## config.mk

```make
export PLATFORM = sky130hd
export DESIGN_NAME = ptc_core
export DESIGN_NICKNAME = d
export VERILOG_FILES = /design/src/rtl/ptc_pkg.sv /design/src/rtl/ptc_win_step.sv /design/src/rtl/ptc_trap_pick.sv /design/src/rtl/ptc_core.sv
export SDC_FILE = /design/constraint.sdc
export NUM_CORES = 1
export LEC_CHECK = 0
export BUFFER_PORTS_ARGS = -buffer_cell sky130_fd_sc_hd__buf_2
export CAP_MARGIN = 20
export CORE_AREA = 2 2 157 159
export CTS_CLUSTER_DIAMETER = 30
export DETAILED_ROUTE_END_ITERATION = 8
export DIE_AREA = 0 0 159 161
export GPL_TIMING_DRIVEN = 0
export HOLD_SLACK_MARGIN = 0.08
export PLACE_DENSITY = 0.67
export SLEW_MARGIN = 15
export SYNTH_ARGS = -nofsm -noshare
export SYNTH_HDL_FRONTEND = slang
export SYNTH_SLANG_ARGS = --single-unit
```

## constraint.sdc

```tcl
create_clock -name clk -period 11.1 [get_ports clk]
set_clock_uncertainty 0.2 [all_clocks]
set_input_delay 1.11 -clock clk [delete_from_list [all_inputs] [get_ports clk]]
set_output_delay 1.11 -clock clk [all_outputs]
set_load 0.03 [all_outputs]
```

## src/rtl/ptc_pkg.sv

```systemverilog
package ptc_pkg;
  localparam int XLEN     = 32;
  localparam int TTW      = 8;
  localparam int PSR_ET   = 5;
  localparam int PSR_PS   = 6;
  localparam int PSR_S    = 7;
  localparam int PSR_EF   = 12;
  localparam logic [TTW-1:0] TT_ILLEGAL = 8'd2;
  localparam logic [TTW-1:0] TT_PRIV    = 8'd3;
  localparam logic [TTW-1:0] TT_FPDIS   = 8'd4;
  localparam logic [7:0] ASI_USER_I  = 8'd8;
  localparam logic [7:0] ASI_SUPER_I = 8'd9;
  localparam logic [7:0] ASI_USER_D  = 8'd10;
  localparam logic [7:0] ASI_SUPER_D = 8'd11;
endpackage

```

## src/rtl/ptc_win_step.sv

```systemverilog
module ptc_win_step #(
  parameter int NWIN = 7,
  parameter int CWPW = 5
) (
  input  logic [CWPW-1:0] cwp,
  output logic [CWPW-1:0] cwp_dn,
  output logic [CWPW-1:0] cwp_up
);
  localparam logic [CWPW-1:0] TOP = CWPW'(NWIN - 1);

  assign cwp_dn = (cwp == '0) ? TOP : cwp - 1'b1;
  assign cwp_up = (cwp >= TOP) ? '0 : cwp + 1'b1;
endmodule

```

## src/rtl/ptc_trap_pick.sv

```systemverilog
module ptc_trap_pick #(
  parameter int NSRC = 5,
  parameter int TTW  = 8
) (
  input  logic [NSRC-1:0]          req,
  input  logic [NSRC-1:0][TTW-1:0] tt,
  output logic                     hit,
  output logic [TTW-1:0]           tt_out
);
  // lowest type number wins
  always_comb begin
    hit    = 1'b0;
    tt_out = '0;
    for (int i = 0; i < NSRC; i++) begin
      if (req[i] && (!hit || tt[i] < tt_out)) begin
        hit    = 1'b1;
        tt_out = tt[i];
      end
    end
  end
endmodule

```

## src/rtl/ptc_core.sv

```systemverilog
module ptc_core
  import ptc_pkg::*;
#(
  parameter int          NWIN     = 7,
  parameter int          CWPW     = 5,
  parameter logic [7:0]  IMPL_VER = 8'h20
) (
  input  logic            clk,
  input  logic            rst,
  input  logic            op_rd_psr,
  input  logic            op_rd_wim,
  input  logic            op_rd_tbr,
  input  logic            op_wr_psr,
  input  logic            op_wr_wim,
  input  logic            op_wr_tbr,
  input  logic            op_save,
  input  logic            op_restore,
  input  logic            op_rett,
  input  logic            op_swtrap,
  input  logic            op_fp,
  input  logic            op_bad,
  input  logic [31:0]     opnd_a,
  input  logic [31:0]     opnd_b,
  input  logic [31:0]     pc_in,
  input  logic [31:0]     npc_in,
  input  logic            ext_trap_req,
  input  logic [7:0]      ext_trap_type,
  output logic [31:0]     psr_out,
  output logic [31:0]     wim_out,
  output logic [31:0]     tbr_out,
  output logic            redir_valid,
  output logic [31:0]     redir_pc,
  output logic [31:0]     redir_npc,
  output logic            link_we,
  output logic [CWPW-1:0] link_cwp,
  output logic [31:0]     link_pc,
  output logic [31:0]     link_npc,
  output logic [7:0]      insn_asi,
  output logic [7:0]      data_asi
);
  localparam int NSRC = 5;
  localparam logic [XLEN-1:0] WIM_MASK = XLEN'((64'd1 << NWIN) - 64'd1);
  localparam logic [XLEN-1:0] PSR_RST  = {IMPL_VER, 16'h0000, 8'hC0};

  logic [XLEN-1:0] psr_q, wim_q, tbr_q;
  logic [XLEN-1:0] xv, sum, new_psr, vec;
  logic [CWPW-1:0] cwp_dn, cwp_up;
  logic            supv, priv_op, bad_cwp, take, any;
  logic [NSRC-1:0]          req;
  logic [NSRC-1:0][TTW-1:0] ttv;
  logic [TTW-1:0]           tt_sel;

  assign supv    = psr_q[PSR_S];
  assign xv      = opnd_a ^ opnd_b;
  assign sum     = opnd_a + opnd_b;
  assign priv_op = op_rd_psr | op_rd_wim | op_rd_tbr | op_wr_psr | op_wr_wim | op_wr_tbr;
  assign new_psr = {IMPL_VER, xv[23:20], 6'b000000, xv[13:0]};
  assign bad_cwp = xv[CWPW-1:0] >= CWPW'(NWIN);

  ptc_win_step #(.NWIN(NWIN), .CWPW(CWPW)) u_win (
    .cwp(psr_q[CWPW-1:0]), .cwp_dn(cwp_dn), .cwp_up(cwp_up)
  );

  assign req[0] = op_bad | (op_wr_psr & supv & bad_cwp);
  assign ttv[0] = TT_ILLEGAL;
  assign req[1] = ~supv & priv_op;
  assign ttv[1] = TT_PRIV;
  assign req[2] = op_fp & ~psr_q[PSR_EF];
  assign ttv[2] = TT_FPDIS;
  assign req[3] = op_swtrap;
  assign ttv[3] = {1'b1, sum[6:0]};
  assign req[4] = ext_trap_req;
  assign ttv[4] = ext_trap_type;

  ptc_trap_pick #(.NSRC(NSRC), .TTW(TTW)) u_pick (
    .req(req), .tt(ttv), .hit(any), .tt_out(tt_sel)
  );

  assign take = any & psr_q[PSR_ET];
  assign vec  = {tbr_q[31:12], tt_sel, 4'b0000};

  always_ff @(posedge clk) begin
    if (rst) begin
      psr_q       <= PSR_RST;
      wim_q       <= '0;
      tbr_q       <= '0;
      redir_valid <= 1'b0;
      redir_pc    <= '0;
      redir_npc   <= '0;
      link_we     <= 1'b0;
      link_cwp    <= '0;
      link_pc     <= '0;
      link_npc    <= '0;
    end else begin
      redir_valid <= 1'b0;
      link_we     <= 1'b0;
      if (take) begin
        psr_q[PSR_PS]     <= psr_q[PSR_S];
        psr_q[PSR_S]      <= 1'b1;
        psr_q[PSR_ET]     <= 1'b0;
        psr_q[CWPW-1:0]   <= cwp_dn;
        tbr_q             <= vec;
        redir_valid       <= 1'b1;
        redir_pc          <= vec;
        redir_npc         <= vec + 32'd4;
        link_we           <= 1'b1;
        link_cwp          <= cwp_dn;
        link_pc           <= pc_in;
        link_npc          <= npc_in;
      end else if (!any) begin
        if (op_wr_psr) psr_q <= new_psr;
        if (op_wr_wim) wim_q <= xv & WIM_MASK;
        if (op_wr_tbr) tbr_q <= {xv[31:12], 12'h000};
        if (op_save)    psr_q[CWPW-1:0] <= cwp_dn;
        if (op_restore) psr_q[CWPW-1:0] <= cwp_up;
        if (op_rett) begin
          psr_q[PSR_S]    <= psr_q[PSR_PS];
          psr_q[PSR_ET]   <= 1'b1;
          psr_q[CWPW-1:0] <= cwp_up;
          redir_valid     <= 1'b1;
          redir_pc        <= npc_in;
          redir_npc       <= sum;
        end
      end
    end
  end

  assign psr_out  = psr_q;
  assign wim_out  = wim_q;
  assign tbr_out  = tbr_q;
  assign insn_asi = supv ? ASI_SUPER_I : ASI_USER_I;
  assign data_asi = supv ? ASI_SUPER_D : ASI_USER_D;


  cwp_range_chk: assert property (@(posedge clk) disable iff (rst)
    psr_q[CWPW-1:0] < CWPW'(NWIN));

  wim_mask_chk: assert property (@(posedge clk) disable iff (rst)
    ((wim_q & ~WIM_MASK) == '0) && (tbr_q[3:0] == 4'h0));

  trap_entry_chk: assert property (@(posedge clk) disable iff (rst)
    link_we |-> (redir_valid && psr_q[PSR_S] && !psr_q[PSR_ET]));

  link_win_chk: assert property (@(posedge clk) disable iff (rst)
    link_we |-> (link_cwp == psr_q[CWPW-1:0]));

  et_gate_chk: assert property (@(posedge clk) disable iff (rst)
    !psr_q[PSR_ET] |=> !link_we);
endmodule

```

* Yosys cells after proc, flatten, opt, wreduce, memory -nomap -nowiden *
Index checks and enable logic that the tools add are counted.

word-level totals
  output and inout bits = 247
  input bits = 151
  bits in registers = 188
  logic and storage cells = 104

cells by class
  bitwise gates (word level) = 16
  add/sub/neg operators = 4
  multiplexer cells = 34
  equal/unequal tests = 1
  reduce and logical (&&, ||, !) cells = 28
  magnitude comparators = 6

operators with widths
  kind                                                                    number
  32-bit 2-to-1 mux                                                       6
  12-bit 2-to-1 mux                                                       3
  32-bit by 3-bit adder with 32-bit output (second input constant)        1
  32-bit adder                                                            1
  32-bit bitwise XOR                                                      1
  8-bit 2-to-1 mux                                                        3
  5-bit 2-to-1 mux                                                        4
  7-bit 2-to-1 mux                                                        2
  1-bit 2-to-1 mux                                                        12
  2-bit AND reduction                                                     6
  5-bit by 3-bit >= comparator with 1-bit output (second input constant)  2
  3-bit AND reduction                                                     3
  8-bit by 3-bit < comparator with 1-bit output                           1
  8-bit < comparator                                                      1
  2-bit nonzero test                                                      4
  6-bit 2-to-1 mux                                                        1
  1-bit OR                                                                6
  5-bit by 1-bit adder with 5-bit output (second input constant)          1
  1-bit bitwise AND                                                       5
  5-bit zero test                                                         1
  5-bit nonzero test                                                      1
  5-bit by 1-bit subtractor with 5-bit output (second input constant)     1
  1-bit logical AND                                                       4
  1-bit zero test                                                         4
  8 further kinds                                                         15

* Longest topological paths before layout *
  word-level depth = 24
  gate-level depth with buffers = 18
  gate-level depth less buffers = 17

* Cells and area by module *
Synthesis repeated with hierarchy kept, for this count alone.

second synthesis, totals
  cell total of the unflattened synthesis = 1,360
  area, all modules = 10,632.7 um2

modules (own cells, without submodules)
  module         instances  cells an instance  sequential area each (um2)  area each (um2)
  ptc_core       1          1,154              3,763.6                     9,087.5
  ptc_trap_pick  1          180                0.0                         1,380.1
  ptc_win_step   1          26                 0.0                         165.2

* Worst setup path after synthesis *
OpenSTA, ideal clock, no wires.

  kind = input to register
  from = in opnd_a[4]
  to = reg redir_npc[4]
  data required time = 10.767 ns
  path slack = 6.470 ns
  buffers on the path = 2
  library setup time = 0.133 ns
  stages = 16
  arrival = 4.297 ns
  cell sequence = ha_1 clkbuf_1 a311oi_1 nor2b_1 or3_1 nor2_1 nand2_1 ha_1 a21oi_1 nor3b_1 a22o_1 o31ai_1 buf_2 mux2_2 nand2_1 a211oi_1

on the way
  longest elaborated chain between the ends = 24
  elaborated cells on any way between the ends = 39
  classes of those cells = 2 x add/sub; 5 x order compare; 1 x eq/ne; 13 x mux; 4 x bitwise; 14 x reduce/logical

RTL lines
  element                                                                                  RTL line         RTL
  start: declaration                                                                       ptc_core.sv:22   input logic [31:0] opnd_a,
  branches (longest 24 deep; another with 5-bit by 3-bit >= comparator with 1-bit output)  -
  end signal: assignment                                                                   ptc_core.sv:105  redir_npc <= vec + 32'd4;
  end signal: assignment                                                                   ptc_core.sv:122  redir_npc <= sum;
  end: declaration                                                                         ptc_core.sv:33   output logic [31:0] redir_npc,

Several ways; the timed one is not identified. The select of a mux whose other input is x is not followed.
A chain may end at the register's enable or synchronous reset.

* Final worst setup path *
  from = in opnd_a[4]
  to = reg redir_npc[6]

on the way
  longest elaborated chain between the ends = 24
  elaborated cells on any way between the ends = 39
  classes of those cells = 2 x add/sub; 5 x order compare; 1 x eq/ne; 13 x mux; 4 x bitwise; 14 x reduce/logical

RTL lines
  element                                                                                 RTL line        RTL
  32-bit bitwise XOR *                                                                    ptc_core.sv:54  assign xv = opnd_a ^ opnd_b;
  via xv[4]                                                                               ptc_core.sv:46  logic [XLEN-1:0] xv, sum, new_psr, vec;
  5-bit by 3-bit >= comparator with 1-bit output *                                        ptc_core.sv:58  assign bad_cwp = xv[CWPW-1:0] >= CWPW'(NWIN);
  1-bit bitwise AND *                                                                     ptc_core.sv:64  assign req[0] = op_bad | (op_wr_psr & supv & bad_cwp);
  1-bit OR *                                                                              ptc_core.sv:64
  branches (longest 20 deep; another with 8-bit by 3-bit < comparator with 1-bit output)  -

Mark *: on every way through the listed nets, which the timed path passes. The select of a mux whose other input is x is not followed.

==> results.json <==
{
  "worstHoldPathCells": 2,
  "cts_sinks": 188,
  "numCtsBuffers": 17,
  "r2r-end": "redir_npc[6]$_SDFFE_PP0P_",
  "die_w_um": 159,
  "gr-total-overflow": 0,
  "cts_setup_buffers": 0,
  "fin_hold_ws_ns": 0.251,
  "routabilityCongestion": 0.887,
  "nFillCells": 2452,
  "fp.dieH_um": 161,
  "power_w": 0.00155,
  "netlist_area_um2": 9270,
  "grt_max_degree": 19,
  "wl_met3_um": 2270,
  "synth_cells": 1180,
  "reg2reg_from": "psr_out[7]$_SDFFE_PP1P_",
  "slew_viol_final": 0,
  "crit_family": "simple AND/OR/NAND/NOR gates",
  "synth_edf_count": 0,
  "crit_path_top_delay_cell": "or3_1",
  "p_leak_nw": 5.50,
  "syn2layout_area_growth_pct": 30.9,
  "power_density_nw_per_um2": 128,
  "wire_per_inst_um": 18.2,
  "postLayoutCoreUtil_pct": 50.6,
  "fin_setup_tns_ns": 0,
  "cp-end-kind": "flip-flop",
  "rsz0062_at_grt": "no",
  "clkTransAtPathRegs_ns": 0.07,
  "tritoncts": "done",
  "cts_hold_buf": 0,
  "worstPathRequired_ns": 11.24,
  "min_period_ns": 4.94,
  "synth-main-ff-cell": "dfxtp_1",
  "setup.worst_path.start": "opnd_a[4]",
  "hp-start": "psr_out[8]$_SDFFE_PP0P_",
  "grt_pass1_wl_um": 52700,
  "postRouteAntennaNets": 0,
  "crit_fanout": 10,
  "dp.final_hpwl_um": 27600,
  "setup_viol": 0,
  "synthArstFlopShare_pct": 0,
  "clockBufferDepth": 2,
  "drt_iter0_markers": 779,
  "hold_viol_final": 0,
  "num_rows": 57,
  "maxCapViolCount": 0,
  "drt-met1-wl_um": 15200,
  "num_vias": 9831,
  "yosys.cell_types.count": 61,
  "numPlacedInstances": 1896,
  "slew_headroom_pct": 44.4,
  "diodes": 0,
  "r2r.worst_path.cells": 13,
  "wl_met2_um": 16800,
  "io_pins": 398,
  "critPathArrivalTime_ns": 5.08,
  "vias_per_cell": 5.10,
  "yosysWarnings": 0,
  "antenna_found_initial": 0,
  "root_buffer": "clkbuf_16",
  "dr.pass1.iters": 5,
  "start_util_pct": 38.7,
  "drc": 0,
  "numPortBuffers": 337,
  "drive_gt1_share_pct": 28.2,
  "postCtsResizedCells": 0,
  "cp_cell_sequence": "buf_2 -> ha_1 -> clkbuf_1 -> a311oi_1 -> nor2b_1 -> or3_1 -> nor2_1 -> nand2_1 -> ha_1 -> a21oi_1 -> nor3b_1 -> a22o_1 -> o31ai_1 -> buf_2 -> mux2i_1 -> nand2_1 -> a211oi_1",
  "slowest_delay_ns": 0.44,
  "grt_pass1_vias": 9026,
  "hold_path_class": "flip-flop to flip-flop",
  "grt_usage_pct": 26.5,
  "period_share_pct": 44.5,
  "reg2reg_slack_ns": 7.26,
  "status": "finished clean",
  "seq_area_frac_synth_pct": 40.6,
  "path_buf_inv": 3,
  "whs_endpoint": "psr_out[8]$_SDFFE_PP0P_",
  "stdcell_count": 1928,
  "tightestPinTransition_ns": 0.833,
  "h-tree-depth": 4,
  "core_um2": 24000,
  "max_clock_freq_mhz": 202,
  "wl_um": 35000,
  "die-area_um2": 25600,
  "critPathLaunchType": "primary input",
  "clk_latency_ns": 0.43,
  "nNetsFinal": 1784,
  "vdd.ir_drop.worst_uv": 96.5,
  "crit_type": "primary input to flip-flop",
  "ys_ff_latch": 188,
  "highest_layer": "met4",
  "avgSynthCellArea_um2": 7.85
}
tightest hold or removal path: stages, from the launching register on:
cell and delay, ns:
dfxtp_1 0.31, nand2_1 0.05, a21oi_1 0.05
cell usage in the layout, fill, tap and decap left out, drive strengths merged, types with 10 or more instances in the layout:
cell and n:
buf 420, xnor2 12, a211oi 10, nor2 42
a21oi 178, conb 57, o22ai 10, a22oi 34
o21ai 31, ha 41, a31oi 26, a21o 15
clkbuf 70, dfxtp 188, nand2 276, nand3 46
xor2 15, inv 29
worst max-delay path by stage:
| stage | end | slack (ns) | cells after the start |
|---|---|---|---|
| final | redir_npc[6]$_SDFFE_PP0P_ | 6.16 | 17 |
| after global routing | redir_npc[6]$_SDFFE_PP0P_ | 5.84 | 17 |
| after CTS | redir_npc[6]$_SDFFE_PP0P_ | 6.22 | 17 |
| after floorplan | redir_npc[4]$_SDFFE_PP0P_ | 6.47 | 16 |
| after detailed placement | redir_npc[6]$_SDFFE_PP0P_ | 5.77 | 17 |
| after global placement | redir_npc[6]$_SDFFE_PP0P_ | 5.86 | 17 |
synth_stat cells (10+ instances only):
master / count / area, um2
clkbuf_1: 51 / 191
a21o_1: 15 / 113
nor2_1: 41 / 154
o22ai_1: 10 / 62.6
buf_4: 60 / 450
a211oi_1: 10 / 75.1
a21oi_1: 177 / 886
nand3_1: 46 / 230
xor2_1: 15 / 131
inv_1: 23 / 86.3
o21ai_0: 28 / 140
buf_2: 18 / 90.1
ha_1: 41 / 513
nand2_1: 276 / 1040
a22oi_1: 34 / 255
a31oi_1: 26 / 163
xnor2_1: 12 / 105
dfxtp_1: 188 / 3760
cell type report:
type	instances	area (um2)	area share, %
Timing Repair Buffer	337	1690	13.9
Tap cell	324	405	3.34
Multi-Input combinational cell	890	4870	40.2
Clock buffer	19	443	3.65
Buffer	134	751	6.19
Sequential cell	188	3760	31.0
Inverter	23	86.3	0.712
Clock inverter	13	125	1.03
state kept, by name, indices dropped and copies added, names as in the netlist:
signal       count
link_pc         32
link_we          1
psr_out         18
wim_out          7
link_cwp         5
link_npc        32
tbr_out         28
redir_pc        32
redir_npc       32
redir_valid      1
where the power goes:
part / switching, W / leakage (nW) / internal (W)
combinational: 0.000168 / 3.71 / 0.0000953
sequential: 0.00000467 / 1.52 / 0.000681
clock: 0.000297 / 0.275 / 0.000304
total: 0.000470 / 5.50 / 0.00108
per-layer routing:
metal	vias up	track usage, %
li1	4786	-
met5	-	0
met1	4578	34.7
met2	412	45.2
met3	55	5.14
met4	0	6.65
stage by stage:
step	setup slack [ns]	area, um2
after global placement	5.86	11600
after global routing	5.84	12100
final	6.16	12100
after floorplan	6.47	9470
after CTS	6.22	12100
after detailed placement	5.77	11600
logic make-up (layout without fill, tap and decap cells):
logic type | after synthesis | in the layout | synth area share (%)
fa+ha+maj | 42 | 42 | 5.75
mux | 10 | 10 | 1.11
compound gates | 339 | 339 | 21.8
simple gates | 415 | 415 | 19.1
other cells | 2 | 57 | 0.0810
flops | 188 | 188 | 40.6
buf+inv | 157 | 526 | 9.03
xor+xnor | 27 | 27 | 2.55
Note: power is estimated with default switching activity, not from simulation.
